## config.mk

```make
export PLATFORM = sky130hd
export DESIGN_NAME = presence_debouncer
export DESIGN_NICKNAME = d
export VERILOG_FILES = /design/src/rtl/presence_debouncer_pkg.sv /design/src/rtl/pd_elapsed_timer.sv /design/src/rtl/pd_presence_fsm.sv /design/src/rtl/pd_report_gate.sv /design/src/rtl/presence_debouncer.sv
export SDC_FILE = /design/constraint.sdc
export NUM_CORES = 1
export LEC_CHECK = 0
export BUFFER_PORTS_ARGS = -buffer_cell sky130_fd_sc_hd__buf_4
export CAP_MARGIN = 40
export CELL_PAD_IN_SITES_DETAIL_PLACEMENT = 2
export CELL_PAD_IN_SITES_GLOBAL_PLACEMENT = 2
export CORE_MARGIN = 4
export CORE_UTILIZATION = 35
export CTS_BUF_LIST = sky130_fd_sc_hd__clkbuf_4 sky130_fd_sc_hd__clkbuf_8
export CTS_CLUSTER_DIAMETER = 50
export DETAILED_ROUTE_END_ITERATION = 8
export GPL_ROUTABILITY_DRIVEN = 0
export PLACE_DENSITY = 0.78
export SETUP_SLACK_MARGIN = 0.2
export SLEW_MARGIN = 10
export SYNTH_ARGS = -nofsm -noshare
export SYNTH_HDL_FRONTEND = slang
export SYNTH_HIERARCHICAL = 1
export SYNTH_SLANG_ARGS = --single-unit
export TNS_END_PERCENT = 10
```

## constraint.sdc

```tcl
create_clock -name clk -period 3.2 [get_ports clk]
set_clock_uncertainty 0.15 [all_clocks]
set_input_delay 0 -clock clk [delete_from_list [all_inputs] [get_ports clk]]
set_output_delay 0 -clock clk [all_outputs]
set_load 0.05 [all_outputs]
```

## src/rtl/presence_debouncer_pkg.sv

```systemverilog
package presence_debouncer_pkg;

  typedef enum logic {
    PRES_DETACHED = 1'b0,
    PRES_ATTACHED = 1'b1
  } pres_state_e;

  // A resting high level means the pull-up wins: nothing is plugged in.
  function automatic pres_state_e level_to_state(input logic lvl);
    return lvl ? PRES_DETACHED : PRES_ATTACHED;
  endfunction

endpackage

```

## src/rtl/pd_elapsed_timer.sv

```systemverilog
module pd_elapsed_timer #(
  parameter int LIMIT = 500000,
  localparam int CNT_W = $clog2(LIMIT + 1)
) (
  input  logic clk,
  input  logic rst,
  input  logic clear,
  input  logic tick,
  output logic at_limit
);

  localparam logic [CNT_W-1:0] LIMIT_C = CNT_W'(LIMIT);

  logic [CNT_W-1:0] elapsed_q;

  assign at_limit = (elapsed_q == LIMIT_C);

  // A restart has priority over a tick arriving in the same cycle.
  // Once the limit is reached, the count holds there.
  always_ff @(posedge clk) begin
    if (rst) begin
      elapsed_q <= '0;
    end else if (clear) begin
      elapsed_q <= '0;
    end else if (tick && !at_limit) begin
      elapsed_q <= elapsed_q + 1'b1;
    end
  end

endmodule

```

## src/rtl/pd_presence_fsm.sv

```systemverilog
module pd_presence_fsm
  import presence_debouncer_pkg::*;
(
  input  logic        clk,
  input  logic        rst,
  input  logic        sample_stb,
  input  logic        line_lvl,
  input  logic        at_limit,
  output logic        timer_clear,
  output pres_state_e state,
  output logic        evt_report,
  output logic        evt_clear
);

  logic        cand_q;
  pres_state_e state_q;
  pres_state_e state_d;
  logic        mismatch;
  logic        settle;

  assign mismatch    = sample_stb && (line_lvl != cand_q);
  assign settle      = sample_stb && !mismatch && at_limit;
  assign timer_clear = mismatch;

  always_comb begin
    state_d = state_q;
    if (settle) begin
      state_d = level_to_state(cand_q);
    end
  end

  // Report events are decided from the state that follows this strobe.
  assign evt_report = sample_stb && (state_d == PRES_ATTACHED);
  assign evt_clear  = sample_stb && (state_q == PRES_ATTACHED) &&
                      (state_d == PRES_DETACHED);

  always_ff @(posedge clk) begin
    if (rst) begin
      cand_q  <= 1'b1;
      state_q <= PRES_DETACHED;
    end else begin
      if (mismatch) begin
        cand_q <= line_lvl;
      end
      state_q <= state_d;
    end
  end

  assign state = state_q;

endmodule

```

## src/rtl/pd_report_gate.sv

```systemverilog
module pd_report_gate #(
  parameter int BTN_W = 8
) (
  input  logic             clk,
  input  logic             rst,
  input  logic             evt_report,
  input  logic             evt_clear,
  input  logic [BTN_W-1:0] btn_raw,
  output logic [BTN_W-1:0] btn_out,
  output logic             report_stb
);

  logic [BTN_W-1:0] btn_q;
  logic             stb_q;

  always_ff @(posedge clk) begin
    if (rst) begin
      btn_q <= '0;
      stb_q <= 1'b0;
    end else begin
      stb_q <= evt_report || evt_clear;
      if (evt_report) begin
        btn_q <= btn_raw;
      end else if (evt_clear) begin
        btn_q <= '0;
      end
    end
  end

  assign btn_out    = btn_q;
  assign report_stb = stb_q;

endmodule

```

## src/rtl/presence_debouncer.sv

```systemverilog
module presence_debouncer
  import presence_debouncer_pkg::*;
#(
  parameter int HOLD_US = 500000,
  parameter int BTN_W   = 8
) (
  input  logic             clk,
  input  logic             rst,
  input  logic             tick_us,
  input  logic             sample_stb,
  input  logic             line_lvl,
  input  logic [BTN_W-1:0] btn_raw,
  output logic             connected,
  output logic [BTN_W-1:0] btn_out,
  output logic             report_stb
);

  logic        timer_clear;
  logic        at_limit;
  logic        evt_report;
  logic        evt_clear;
  pres_state_e state;

  pd_elapsed_timer #(
    .LIMIT(HOLD_US)
  ) u_timer (
    .clk     (clk),
    .rst     (rst),
    .clear   (timer_clear),
    .tick    (tick_us),
    .at_limit(at_limit)
  );

  pd_presence_fsm u_fsm (
    .clk        (clk),
    .rst        (rst),
    .sample_stb (sample_stb),
    .line_lvl   (line_lvl),
    .at_limit   (at_limit),
    .timer_clear(timer_clear),
    .state      (state),
    .evt_report (evt_report),
    .evt_clear  (evt_clear)
  );

  pd_report_gate #(
    .BTN_W(BTN_W)
  ) u_gate (
    .clk       (clk),
    .rst       (rst),
    .evt_report(evt_report),
    .evt_clear (evt_clear),
    .btn_raw   (btn_raw),
    .btn_out   (btn_out),
    .report_stb(report_stb)
  );

  assign connected = (state == PRES_ATTACHED);

endmodule

```

==> impl_metrics.tcl <==
set metrics [dict create \
    status "finished clean" \
    final_area_sq_mm 0.00198 \
    cts_max_level 2 \
    avgSynthCellArea_sq_um 8.66 \
    swShare_pct 23.5 \
    path_cells "or4_1 > nor4_2 > and3b_1 > o21bai_2 > a21oi_2 > dlygate4sd3_1" \
    drc 0 \
    cts_tree "yes" \
    slowest_delay_ns 0.63 \
    die_h_um 74.9 \
    crit_path_end_kind "flop" \
    crit_slowest_cell "or4_1" \
    synthMuxAreaShare_pct 1.36 \
    routedWlPerCell_um 17.7 \
    syn_inst 181 \
    grt_start_max_net_pins 19 \
    critPathKind "reg2reg" \
    maxSlewHeadroom_pct 66.7 \
    startpoint_type "flop" \
    rows 24 \
    leakage_uw 0.000704 \
    p_clk_share_pct 42.7 \
    cts_made_buffers 5 \
    final_antenna_net_count 0 \
    finalCritPeriodShare_pct 83.3 \
    grtUsageTotal_pct 18.7 \
    drtPass1Iterations 4 \
    cts.clk_slew.worst_paths_ns 0.07 \
    synth-seq-cells 30 \
    nets 231 \
    critPathMaxFanout 7 \
    synth.net_count 196 \
    synthTopCellsByCount "dfxtp_1 (30), nand2_1 (24), nor2_1 (18), inv_1 (13)" \
    area_growth_pct 26.6 \
    clkSinkCount 30 \
    grt_pass1_wl_mm 7.78 \
    drive_gt1_share_pct 21.7 \
    maxCapViolations 0 \
    place.detailed.hpwl_mm 3.31 \
    slew_violations 0 \
    finalCriticalPeriod_ns 2.67 \
    synth_area_leader_cell "dfxtp_1" \
    first_iter_violations 61 \
    yosysMostFrequentCell "dfxtp_1" \
    max_freq_mhz 375 \
    crit_family "simple AND/OR/NAND/NOR gates" \
    share_comb_of_total_power_pct 7.7 \
    setup_violations 0 \
    internal_power_uw 587 \
    worst-path-buf-inv 1 \
    synth_area_sq_mm 0.00157 \
    synth-compound-area-share_pct 14.8 \
    synth_edf_count 0 \
    grt_setup_unrepaired "no" \
    postPlaceCellArea_sq_mm 0.00175 \
    vias 1497 \
    power_frac_seq_pct 49.5 \
    cts_buffer_depth 2 \
    powerDensity_mw_per_mm2 387 \
    initial_core_util_pct 36.0 \
    die_w_um 74.9 \
    netlist_top_cells_area "dfxtp_1 (38%), o32ai_2 (7.3%), nand2_1 (5.7%), nor2_1 (4.3%), xnor2_1 (3.9%)" \
    vias_per_cell 5.57 \
    worstPathRequired_ns 3.28 \
    grt_pass1_vias 1576 \
    drt-total-wl_mm 4.75 \
    fillers 468 \
    tightest_slew_ns 0.495 \
    ys_seq_area_share_pct 38.3 \
    synth_fa_ha_area_share_pct 1.60 \
    synth_top_area_share_pct 38.3 \
    die_area_sq_mm 0.00561 \
    power_switching_uw 180 \
    synth_ff_type "dfxtp_1" \
    synth_xor_xnor_area_share_pct 6.70 \
    synth_top_family_by_area "simple AND/OR/NAND/NOR gates" \
    ios 23 \
    max-vdd-ir-drop_v 0.000150 \
    ys_async_sr_fraction_pct 0 \
    yosys.area_share.simple_pct 30.8 \
    insertion_delay_ns 0.29 \
    cp.arrival_ns 2.75 \
    grt_overflow 0 \
    synth.distinct_cells 43 \
    hold_viol 0 \
    grt_antenna_before_repair 0 \
    numPortBuffers 22 \
    hold_class "in2reg" \
    antenna_cells 0 \
    core_area_sq_mm 0.00435 \
    rrSetupSlack_ns 0.53 \
    ys_warn_count 6 \
    clockRootBuffer "clkbuf_8" \
    finalSetupTns_ns 0 \
]
==> state kept, by name (all words and copies together) (netlist names), named ones only <==
signal and count:
u_timer/elapsed_q 19, u_gate/btn_out 8, u_fsm/cand_q 1, u_gate/report_stb 1
==> through the flow <==
stage	cells	power (uW)	setup WS [ns]	util, %	hold slack (ns)
floorplan	181	415	0.766	-	-0.0876
global placement	248	432	0.661	40.3	0.103
detailed placement	248	435	0.462	40.3	0.132
CTS	269	780	0.324	45.4	0.107
global route	269	804	0.356	45.6	0.128
finish	269	768	0.534	45.6	0.0948
==> kinds of logic (layout without fill, tap and decap cells) <==
logic type | after synthesis | after routing
AO/OA/AOI/OAI | 25 | 25
XOR/XNOR | 12 | 12
adder cells (fa/ha/maj) | 2 | 2
buffers and inverters | 21 | 57
flip-flops | 30 | 30
multiplexers | 2 | 2
AND/OR/NAND/NOR | 89 | 89
==> placed cells by master (no fill, tap or decap), types with 2 or more instances in the layout <==
master	synthesis	layout
nor4_2	1	2
buf_4	1	23
or4_1	2	2
nor3_1	2	2
nor2_1	18	18
xor2_1	5	5
nand4_1	4	4
inv_1	13	13
nand2_1	24	24
dfxtp_1	30	30
o32ai_2	7	7
and3_1	3	3
a21oi_1	7	7
nor4_1	8	7
xnor2_1	7	7
o21ai_0	4	3
nand3_1	8	8
ha_1	2	2
dlygate4sd3_1	0	13
nand4_2	3	3
or3_1	5	5
clkbuf_8	0	6
==> path summary, 6_finish.rpt <==
kind	startpoint	end	depth (start not counted)
max	u_timer/elapsed_q[2]	flop	6
min	line_lvl	u_gate/report_stb	5
max reg2reg	u_timer/elapsed_q[2]	flop	6
min reg2reg	u_gate/btn_out[0]	u_gate/btn_out[0]	2
==> per-layer routing <==
| layer | track usage, % | up-vias | share of wire (%) |
|---|---|---|---|
| met1 | 21.0 | 751 | 40 |
| met3 | 3.74 | 9 | 3.8 |
| met4 | 8.10 | 0 | 1.9 |
| met5 | 0 | - | 0 |
| met2 | 33.8 | 27 | 54 |
| li1 | - | 710 | - |
==> worst min-delay path: stages <==
cell and delay [ns]:
buf_4 0.14, nand3_1 0.09, nor2_1 0.08, nor2_1 0.12, nor2_1 0.05
==> layout make-up <==
type                            instances  area (sq um)  area share, %
Clock inverter                          1          5.00          0.252
Multi-Input combinational cell        130           872           43.9
Clock buffer                            7          90.1           4.54
Inverter                               13          48.8           2.46
Timing Repair Buffer                   36           303           15.3
Sequential cell                        30           601           30.3
Tap cell                               52          65.1           3.28
==> timing repair <==
action                                  4_1_cts  5_1_grt
hold buffers                                 13        0
endpoints found under the setup margin        0        8
gates resized for setup                       0        1
setup buffers                                 0        0
hold endpoints to repair                     13        0
==> power groups by stage <==
stage	clock [uW]	combinational [uW]	sequential, uW
after CTS	342	58.9	380
final	328	59.3	380
after global placement	0	44.4	388
after floorplan	0	28.3	387
after detailed placement	0	46.7	388
after global routing	358	65.5	380
Power figures use the tool's default switching activity.
